### src/rtl/lin_mc_pkg.sv
package lin_mc_pkg;

    typedef enum logic [1:0] {
        M_UNPOW = 2'd0,
        M_SLEEP = 2'd1,
        M_STBY  = 2'd2,
        M_NORM  = 2'd3
    } mode_e;

    typedef struct packed {
        logic tx_en;
        logic drive_dom;
        logic rxd_low;
        logic pullup_en;
        logic bias_en;
        logic pd_strong;
    } pin_ctl_t;

    function automatic int unsigned cnt_width(input int unsigned limit);
        return (limit < 1) ? 1 : $clog2(limit + 1);
    endfunction

endpackage

### src/rtl/lin_mc_sync.sv
module lin_mc_sync #(
    parameter int               STAGES  = 2,
    parameter int               WIDTH   = 1,
    parameter logic [WIDTH-1:0] RST_VAL = '0
) (
    input  logic             clk,
    input  logic             rst_n,
    input  logic [WIDTH-1:0] d,
    output logic [WIDTH-1:0] q
);

    logic [WIDTH-1:0] stg [STAGES];

    generate
        for (genvar i = 0; i < STAGES; i++) begin : g_stage
            if (i == 0) begin : g_first
                always_ff @(posedge clk) begin
                    if (!rst_n) stg[0] <= RST_VAL;
                    else        stg[0] <= d;
                end
            end else begin : g_next
                always_ff @(posedge clk) begin
                    if (!rst_n) stg[i] <= RST_VAL;
                    else        stg[i] <= stg[i-1];
                end
            end
        end
    endgenerate

    assign q = stg[STAGES-1];

endmodule

### src/rtl/lin_mc_filt.sv
module lin_mc_filt #(
    parameter int LIMIT = 4
) (
    input  logic clk,
    input  logic rst_n,
    input  logic level,
    output logic full,
    output logic hit
);

    localparam int CW = lin_mc_pkg::cnt_width(LIMIT);
    localparam logic [CW-1:0] TOP = CW'(LIMIT);

    logic [CW-1:0] cnt;

    always_ff @(posedge clk) begin
        if (!rst_n) begin
            cnt <= '0;
        end else if (!level) begin
            cnt <= '0;
        end else if (cnt != TOP) begin
            cnt <= cnt + 1'b1;
        end
    end

    assign full = (cnt == TOP);
    assign hit  = level && full;

endmodule

### src/rtl/lin_mc_txgate.sv
module lin_mc_txgate (
    input  logic clk,
    input  logic rst_n,
    input  logic in_normal,
    input  logic tsd_hot,
    input  logic bat_low,
    input  logic bat_ok,
    input  logic txd_s,
    output logic tx_en,
    output logic drive_dom,
    output logic tsd_blk,
    output logic bat_blk
);

    always_ff @(posedge clk) begin
        if (!rst_n) begin
            tsd_blk <= 1'b0;
        end else if (tsd_hot) begin
            tsd_blk <= 1'b1;
        end else if (txd_s) begin
            tsd_blk <= 1'b0;
        end
    end

    always_ff @(posedge clk) begin
        if (!rst_n) begin
            bat_blk <= 1'b0;
        end else if (bat_low) begin
            bat_blk <= 1'b1;
        end else if (bat_ok) begin
            bat_blk <= 1'b0;
        end
    end

    always_comb begin
        tx_en     = in_normal && !tsd_blk && !bat_blk;
        drive_dom = tx_en && !txd_s;
    end

endmodule

### src/rtl/lin_mode_ctrl.sv
module lin_mode_ctrl
    import lin_mc_pkg::*;
#(
    parameter int SYNC_STAGES = 2,
    parameter int EN_CYC      = 400,
    parameter int DIS_CYC     = 400,
    parameter int WAKE_CYC    = 1400
) (
    input  logic       clk,
    input  logic       rst_n,
    input  logic       sup_rst_low,
    input  logic       sup_rst_ok,
    input  logic       bat_low,
    input  logic       bat_ok,
    input  logic       tsd_hot,
    input  logic       bus_rx,
    input  logic       en_pin,
    input  logic       txd_pin,
    output logic [1:0] mode_o,
    output logic       tx_en_o,
    output logic       drive_dom_o,
    output logic       rxd_low_o,
    output logic       pullup_en_o,
    output logic       bias_en_o,
    output logic       txd_pd_strong_o
);

    localparam int NSYNC = 3;

    logic [NSYNC-1:0] raw_vec;
    logic [NSYNC-1:0] syn_vec;
    logic             en_s;
    logic             txd_s;
    logic             bus_s;
    logic             bus_q;
    logic             bus_rise;

    logic en_full, en_hit;
    logic dis_full, dis_hit;
    logic dom_full, dom_hit;
    logic wake_hit;

    logic tx_en, drive_dom, tsd_blk, bat_blk;

    mode_e    cur, nxt;
    pin_ctl_t ctl;

    assign raw_vec = {bus_rx, txd_pin, en_pin};

    lin_mc_sync #(
        .STAGES  (SYNC_STAGES),
        .WIDTH   (NSYNC),
        .RST_VAL (3'b110)
    ) u_sync (
        .clk   (clk),
        .rst_n (rst_n),
        .d     (raw_vec),
        .q     (syn_vec)
    );

    assign en_s  = syn_vec[0];
    assign txd_s = syn_vec[1];
    assign bus_s = syn_vec[2];

    always_ff @(posedge clk) begin
        if (!rst_n) bus_q <= 1'b1;
        else        bus_q <= bus_s;
    end

    assign bus_rise = bus_s && !bus_q;

    lin_mc_filt #(.LIMIT(EN_CYC)) u_en_filt (
        .clk   (clk),
        .rst_n (rst_n),
        .level (en_s),
        .full  (en_full),
        .hit   (en_hit)
    );

    lin_mc_filt #(.LIMIT(DIS_CYC)) u_dis_filt (
        .clk   (clk),
        .rst_n (rst_n),
        .level (!en_s),
        .full  (dis_full),
        .hit   (dis_hit)
    );

    lin_mc_filt #(.LIMIT(WAKE_CYC)) u_wake_filt (
        .clk   (clk),
        .rst_n (rst_n),
        .level (!bus_s),
        .full  (dom_full),
        .hit   (dom_hit)
    );

    assign wake_hit = bus_rise && dom_full;

    lin_mc_txgate u_txgate (
        .clk       (clk),
        .rst_n     (rst_n),
        .in_normal (cur == M_NORM),
        .tsd_hot   (tsd_hot),
        .bat_low   (bat_low),
        .bat_ok    (bat_ok),
        .txd_s     (txd_s),
        .tx_en     (tx_en),
        .drive_dom (drive_dom),
        .tsd_blk   (tsd_blk),
        .bat_blk   (bat_blk)
    );

    always_ff @(posedge clk) begin
        if (!rst_n) cur <= M_UNPOW;
        else        cur <= nxt;
    end

    always_comb begin
        nxt = cur;
        if (sup_rst_low) begin
            nxt = M_UNPOW;
        end else begin
            unique case (cur)
                M_UNPOW: if (sup_rst_ok) nxt = M_SLEEP;
                M_SLEEP: begin
                    if (en_hit)        nxt = M_NORM;
                    else if (wake_hit) nxt = M_STBY;
                end
                M_STBY:  if (en_hit)  nxt = M_NORM;
                M_NORM:  if (dis_hit) nxt = M_SLEEP;
                default: nxt = M_UNPOW;
            endcase
        end
    end

    always_comb begin
        ctl = '0;
        unique case (cur)
            M_UNPOW: ctl = '0;
            M_SLEEP: ctl.bias_en = 1'b1;
            M_STBY: begin
                ctl.pullup_en = 1'b1;
                ctl.rxd_low   = !en_s;
                ctl.pd_strong = !en_s;
            end
            M_NORM: begin
                ctl.pullup_en = 1'b1;
                ctl.rxd_low   = !bus_s;
            end
            default: ctl = '0;
        endcase
        ctl.tx_en     = tx_en;
        ctl.drive_dom = drive_dom;
    end

    assign mode_o          = cur;
    assign tx_en_o         = ctl.tx_en;
    assign drive_dom_o     = ctl.drive_dom;
    assign rxd_low_o       = ctl.rxd_low;
    assign pullup_en_o     = ctl.pullup_en;
    assign bias_en_o       = ctl.bias_en;
    assign txd_pd_strong_o = ctl.pd_strong;

endmodule

### config.mk
export PLATFORM = sky130hd
export DESIGN_NAME = lin_mode_ctrl
export DESIGN_NICKNAME = d
export VERILOG_FILES = /design/src/rtl/lin_mc_pkg.sv /design/src/rtl/lin_mc_sync.sv /design/src/rtl/lin_mc_filt.sv /design/src/rtl/lin_mc_txgate.sv /design/src/rtl/lin_mode_ctrl.sv
export SDC_FILE = /design/constraint.sdc
export NUM_CORES = 1
export LEC_CHECK = 0
export ABC_AREA = 1
export BUFFER_PORTS_ARGS = -buffer_cell sky130_fd_sc_hd__buf_2
export CAP_MARGIN = 20
export CORE_UTILIZATION = 45
export CTS_CLUSTER_DIAMETER = 50
export CTS_CLUSTER_SIZE = 8
export DETAILED_ROUTE_END_ITERATION = 7
export GPL_ROUTABILITY_DRIVEN = 0
export PLACE_DENSITY = 0.67
export SETUP_SLACK_MARGIN = 0.1
export SLEW_MARGIN = 20
export SYNTH_ARGS = -nofsm -noshare
export SYNTH_HDL_FRONTEND = slang
export SYNTH_SLANG_ARGS = --single-unit
### constraint.sdc
create_clock -name clk -period 3.2 [get_ports clk]
set_input_delay 0.32 -clock clk [delete_from_list [all_inputs] [get_ports clk]]
set_output_delay 0.32 -clock clk [all_outputs]
set_load 0.1 [all_outputs]
==> results of run 1 <==
==> layer usage <==
metal,global-route usage (%),up-vias
met5,0,-
met4,8.78,0
met3,4.66,7
met2,25.1,20
met1,22.6,657
li1,-,847
==> cells in the final DEF (no fill, tap or decap), types with 2 or more instances in the layout <==
| master | Yosys | layout |
|---|---|---|
| nand3_1 | 11 | 11 |
| nand3_2 | 2 | 2 |
| nor2_2 | 4 | 4 |
| a211oi_1 | 2 | 2 |
| or2_2 | 4 | 4 |
| o21ai_1 | 10 | 10 |
| clkinv_1 | 2 | 2 |
| a21oi_1 | 26 | 26 |
| o21a_1 | 2 | 2 |
| buf_2 | 0 | 17 |
| inv_1 | 34 | 34 |
| inv_2 | 12 | 12 |
| or2_0 | 3 | 3 |
| dfxtp_1 | 40 | 40 |
| nor2_1 | 28 | 28 |
| ha_1 | 10 | 10 |
| a31oi_1 | 2 | 2 |
| o21ai_0 | 4 | 4 |
| nor3_2 | 1 | 2 |
| clkbuf_8 | 0 | 5 |
| nor3_1 | 4 | 3 |
| xor2_1 | 2 | 2 |
| nand4_1 | 5 | 5 |
| nand2_1 | 37 | 37 |
==> path summary, 6_finish.rpt <==
| kind | from | cells after the start | to | slack (ns) |
|---|---|---|---|---|
| setup / recovery | mode_o[0]$_SDFFE_PP0P_ | 4 | drive_dom_o | 1.27 |
| hold / removal | bus_rx | 2 | u_sync.stg[0][2]$_SDFF_PN1_ | 0.21 |
| setup reg to reg | u_wake_filt.cnt[0]$_SDFFE_PP0N_ | 8 | u_wake_filt.cnt[10]$_SDFFE_PP0N_ | 1.75 |
| hold reg to reg | u_sync.stg[0][2]$_SDFF_PN1_ | 1 | u_sync.stg[1][2]$_SDFF_PN1_ | 0.42 |
==> per-stage QoR <==
step / setup TNS [ns] / hold slack (ns) / setup WS [ns]
after floorplan: -0.185 / 0.390 / -0.185
after global placement: 0 / 0.394 / 1.60
after detailed placement: 0 / 0.401 / 1.58
after CTS: 0 / 0.201 / 1.25
after global routing: 0 / 0.198 / 1.11
final: 0 / 0.207 / 1.27
==> state kept, by name (all words and copies together) (netlist names) <==
name and flops:
bus_q 1, mode_o 2, u_dis_filt.cnt 9, u_en_filt.cnt 9, u_sync.stg 6, u_txgate.bat_blk 1, u_txgate.tsd_blk 1, u_wake_filt.cnt 11
==> cell usage after synthesis, drive strengths merged <==
cell type / number
inv: 46
dfxtp: 40
nand2: 37
nor2: 33
a21oi: 26
o21ai: 14
nand3: 13
ha: 10
or2: 7
nand4: 5
nor3: 5
a211oi: 2
a31oi: 2
clkinv: 2
nor4: 2
o21a: 2
xor2: 2
nor3b: 1
o22ai: 1
==> cell families (layout without fill, tap and decap cells) <==
family,Yosys count,count (layout),synth area share [%]
buffers and inverters,48,73,9.72
XOR/XNOR,2,2,0.945
flip-flops,40,40,43.2
adder cells (fa/ha/maj),10,10,6.75
AND/OR/NAND/NOR,103,103,25.9
AO/OA/AOI/OAI,47,47,13.4
==> cell type report <==
| cell class | instances | share of cell area (%) |
|---|---|---|
| clock buffers | 6 | 3.43 |
| clock inverters | 2 | 1.65 |
| inverters | 48 | 8.51 |
| multi-input cells | 162 | 41.7 |
| flip-flops and latches | 40 | 37.8 |
| well taps | 48 | 2.84 |
| repair buffers | 17 | 4.02 |
==> power groups by stage <==
| stage | Combinational (W) | Sequential [W] | Clock, W |
|---|---|---|---|
| floorplan | 0.0000763 | 0.000545 | 0 |
| detailed placement | 0.000114 | 0.000530 | 0 |
| finish | 0.000114 | 0.000518 | 0.000401 |
| CTS | 0.000115 | 0.000518 | 0.000417 |
| global placement | 0.000114 | 0.000530 | 0 |
| global route | 0.000125 | 0.000520 | 0.000442 |
==> out/summary.txt, run 1 <==
Worst-path maximum fanout = 4
Initial DRC Count = 84
CP Class = register to primary output
Critical Path Start Type = register
Util after Layout = 55.7%
Critical path arrival = 1.61 ns
Int Power = 0.000768 W
Row cnt = 22
Via-per-instance ratio = 4.74
DR pass1 iterations = 5
CP top delay family = buffers and inverters
Clock Sinks = 40
Die area = 4380 um2
Mapped Area = 1850 um2
First-pass GRT wire length = 5620 um
Peak VDD IR = 328 uV
CTS resizes = 0
Gate power share = 11.0%
Routed wl met3 = 108 um
Final Hold Viols = 0
Vias = 1531
Starting Density = 48.8%
Final-stage net count = 294
Leakage = 0.860 nW
Wirelength per Cell = 9.98 um
Final ANT Viol Nets = 0
Top cell type's share of synthesized area = 43.2%
Req. time, crit path = 2.88 ns
Post-Place Cell Area = 2010 um2
Clock power share = 38.8%
Worst slew margin = 66.7%
Detailed Route WL = 3220 um
Initial antenna violation count = 0
Largest net degree at the start of global routing = 13
Layout overhead on the synthesized area = 14.2%
H-tree depth = 2
PortBufs = 17
Sw Share = 25.7%
Synthesized instance count = 250
CP peak stage delay = 0.46 ns
Core Footprint = 3800 um2
Placed insts = 315
#FFs+latches synth = 40
Fmax = 519 MHz
Least-Margin Pin Slew = 0.503 ns
PD cells = 488 nW/um2
Syn_nets = 270
Critical path endpoint category = primary output
WP buf/inv = 2
Hold Path Class = input port to register
Clock buffer depth = 2
Total power = 0.00103 W
Avg Cell Area, Syn = 7.41 um2
Die H = 66.2 um
CTS Buf Count = 5
Worst Skew = 0.00420 ns
Register area = 801 um2
Vias in the first global route = 1334
Cell Chain, Critical Path = ha_1 -> inv_1 -> nor4_2 -> buf_2
Root Buffer = clkbuf_8
Sequential share of power = 50.2%
Crit-path slowest cell = buf_2
Met1 wire length = 1750 um
Max-slew violations = 0
Finished Cell Area = 2120 um2
Hold Buf Count CTS = 0
Area of the multi-input gates = 883 um2
Final global-route overflow total = 0
Dpl hpwl = 2480 um
FILL cells = 378
Min cycle time layout = 1.93 ns
# setup viols final = 0
Status = complete, no violations
Synth area leader = dfxtp_1
Skew-Pair Late Insertion Delay = 0.29 ns
Top cells by area, synth = dfxtp_1, nand2_1, a21oi_1
Post-CTS setup buffer count = 0
P_sw = 0.000265 W
Max cap viols = 0
Ant diodes = 0
Register area share after synthesis = 43.2%
Ys Warns = 0
Highest metal layer with signal wires = met4
Fin cells = 323
Layout cell share with drive strength beyond 1 = 18.2%
CTS tree = built
RSZ-0062 raised after global routing = false
Wire length on met2 = 1300 um
CTS clk-pin slew, worst paths = 0.08 ns
Yosys cell types = 26
Die X = 66.2 um
Gr usage total = 17.1%
Final Cycle Share = 60.2%
Io pins = 18
Drt drc = 0
(Power assumes the default switching activity.)
==> run 2: changes to the inputs <==
--- a/config.mk
+++ b/config.mk
@@ -5,7 +5,7 @@
 export SDC_FILE = /design/constraint.sdc
 export NUM_CORES = 1
 export LEC_CHECK = 0
-export ABC_AREA = 1
+export ABC_AREA = 0
 export BUFFER_PORTS_ARGS = -buffer_cell sky130_fd_sc_hd__buf_2
 export CAP_MARGIN = 20
 export CORE_UTILIZATION = 45
==> constraint.sdc (replaced) <==
create_clock -name clk -period 2 [get_ports clk]
set_input_delay 0.2 -clock clk [delete_from_list [all_inputs] [get_ports clk]]
set_output_delay 0.2 -clock clk [all_outputs]
set_load 0.1 [all_outputs]
==> run 2 against run 1 <==
  * Global-route usage about the same
  * Largest cell class unchanged
  * Register-to-register slack got worse by 1.4 ns
  * Sequential power increased by 61%
==> out/summary.txt, run 2 <==
Status = complete, no violations
Worst-path maximum fanout = 5 (+1)
Largest family of logic cells by synthesized area = simple AND/OR/NAND/NOR gates
Final global-route overflow total = 0 (unchanged)
Final Cycle Share = 86.9%
Fmax = 576 MHz
Ant diodes = 0 (unchanged)
Commonest cells post-synth = dfxtp_1, nor2_1, nand2_1
Yosys cell types = 40 (+54%)
Vias = 1374 (-10%)
Gr usage total = 17.1% (+0.048 points)
Die X = 66.3 um (+0.13%)
Clock buffer depth = 2 (unchanged)
Peak VDD IR = 373 uV (+14%)
Max-slew violations = 0 (unchanged)
CP Class = register to primary output
Post-synth EDFFs = 0 (unchanged)
Layout cell share with drive strength beyond 1 = 17.5% (-0.69 points)
PortBufs = 17 (unchanged)
Synth area leader = dfxtp_1
Simple-gate share of the synthesized area = 29.4% (+3.5 points)
Hold depth = 2 (unchanged)
Wirelength per Cell = 11.7 um (+18%)
CTS tree = built
Syn_nets = 222 (-18%)
Largest net degree at the start of global routing = 14 (+1)
Total power = 0.00172 W (+66%)
Setup Total Neg Slack = 0 ns (unchanged)
Row cnt = 22 (unchanged)
Worst slew margin = 67.3% (+0.62 points)
PD cells = 790 nW/um2 (+62%)
FILL cells = 346 (-8.5%)
Met1 wire length = 1620 um (-7.5%)
Clock Sinks = 40 (unchanged)
Count leader, synth = dfxtp_1
Worst hold slack = 0.0894 ns (-0.118 ns)
Setup ws final = 0.263 ns (-1.01 ns)
Initial antenna violation count = 0 (unchanged)
Io pins = 18 (unchanged)
Post-synth ARST share = 0% (unchanged)
Mapped Area = 1860 um2 (+0.27%)
Core Footprint = 3800 um2 (unchanged)
Routed wl met3 = 140 um (+30%)
Max cap viols = 0 (unchanged)
CTS Buf Count = 5 (unchanged)
Final-stage net count = 242 (-18%)
Wire length on met2 = 1390 um (+6.5%)
Via-per-instance ratio = 5.07 (+7.0%)
Final Hold Viols = 0 (unchanged)
Dpl hpwl = 2290 um (-7.9%)
Setup WS pre-CTS = 0.345 ns (-1.23 ns)
Most common cell after layout, fill and taps aside = dfxtp_1
Critical Path Start Type = register
Largest register FFs = 11 (unchanged)
Final ANT Viol Nets = 0 (unchanged)
Skew-Pair Late Insertion Delay = 0.29 ns (about the same)
Critical path endpoint category = primary output
Critical path arrival = 1.54 ns (-0.07 ns)
Critical Path Source = mode_o[0]$_SDFFE_PP0P_
Synthesized instance count = 202 (-19%)
Avg Cell Area, Syn = 9.20 um2 (+24%)
Detailed Route WL = 3180 um (-1.3%)
Path depth of the worst reg2reg path = 6 (-2)
Die area = 4390 um2 (+0.26%)
Least-Margin Pin Slew = 0.494 ns (-0.00943 ns)
Register area share after synthesis = 43.1% (-0.12 points)
H-tree depth = 2 (unchanged)
Reg-to-reg slack, setup = 0.36 ns (-1.39 ns)
Hold Path Class = input port to register
Ys Warns = 0 (unchanged)
Mux cell area share after synthesis = 1.62% (+1.6 points)
Post-CTS setup buffer count = 0 (unchanged)
RSZ-0062 raised after global routing = false
Starting Density = 48.9% (+0.13 points)
Req. time, crit path = 1.80 ns (-1.08 ns)
Top cell type's share of synthesized area = 43.1% (-0.12 points)
Min cycle time layout = 1.74 ns
First-pass GRT wire length = 5670 um (+0.98%)
Top cells by area, synth = dfxtp_1, ha_1, xor2_1
Leakage = 0.801 nW (-6.8%)
Drt drc = 0 (unchanged)
DR pass1 iterations = 4 (-1)
Highest metal layer with signal wires = met4
Main synth FF type = dfxtp_1
Post-synthesis compound-gate area fraction = 6.73% (-6.7 points)
# setup viols final = 0 (unchanged)
Layout overhead on the synthesized area = 17.0%
Worst Skew = 0.00755 ns (+0.00336 ns)
Post-Synth Adder-Cell Area = 6.73% (-0.018 points)
Hold path start = bus_rx
Die H = 66.3 um (+0.13%)
FF-to-FF Start = mode_o[0]$_SDFFE_PP0P_
Vias in the first global route = 1309 (-1.9%)
Highest-count cells in the layout ignoring fill and taps = dfxtp_1, nor2_1, buf_2
Xor and xnor area share after synthesis = 8.96% (+8.0 points)
Largest Register = u_wake_filt.cnt
CTS clk-pin slew, worst paths = 0.08 ns (about the same)
#FFs+latches synth = 40 (unchanged)
Biggest regs = u_wake_filt.cnt: 11 flops, u_dis_filt.cnt: 9 flops, u_en_filt.cnt: 9 flops
Root Buffer = clkbuf_8
Util after Layout = 57.2% (+1.5 points)
Initial DRC Count = 80 (-4.8%)
run 2: logic make-up after synthesis:
family                   Yosys count
flip-flops                        40
adder cells (fa/ha/maj)           10
multiplexers                       3
XOR/XNOR                          19
AND/OR/NAND/NOR                   95
buffers and inverters             15
AO/OA/AOI/OAI                     20
run 2: final cells by class:
type / instances / area (um2) / area share, %
Clock buffer: 6 / 72.6 / 3.34
Clock inverter: 2 / 60.1 / 2.76
Inverter: 11 / 41.3 / 1.90
Multi-Input combinational cell: 147 / 1040 / 48.0
Sequential cell: 40 / 808 / 37.2
Tap cell: 48 / 60.1 / 2.76
Timing Repair Buffer: 17 / 87.6 / 4.03
run 2: where the power goes:
part | leakage [nW] | total, W | switching [W] | internal (W)
Combinational | 0.409 | 0.000119 | 0.0000796 | 0.0000390
Clock | 0.0654 | 0.000767 | 0.000268 | 0.000499
Sequential | 0.327 | 0.000832 | 0.0000201 | 0.000812
run 2: worst paths after layout:
check / end
hold / removal: u_sync.stg[0][2]$_SDFF_PN1_
setup reg to reg: mode_o[1]$_SDFFE_PP0P_
setup / recovery: txd_pd_strong_o
hold reg to reg: u_sync.stg[1][1]$_SDFF_PN1_
run 2: critical path, stage by stage (launching register included):
cell and delay, ns:
dfxtp_4 0.37, inv_1 0.08, ha_1 0.18, inv_1 0.10, nor2_2 0.09, buf_2 0.43
run 2: through the flow:
stage	cells	instance area, um2
finish	271	2170
global route	271	2170
CTS	271	2170
floorplan	202	1920
detailed placement	263	2040
global placement	263	2040
run 2: repair_timing:
action                     in CTS  in global routing
gates resized for setup         0                  1
hold buffers                    0                  0
setup endpoints to repair       0                  1
run 2: layer usage:
layer	vias to the layer above	track usage [%]
met4	0	7.98
li1	721	-
met1	626	21.7
met5	-	0
met3	5	5.00
met2	22	26.5
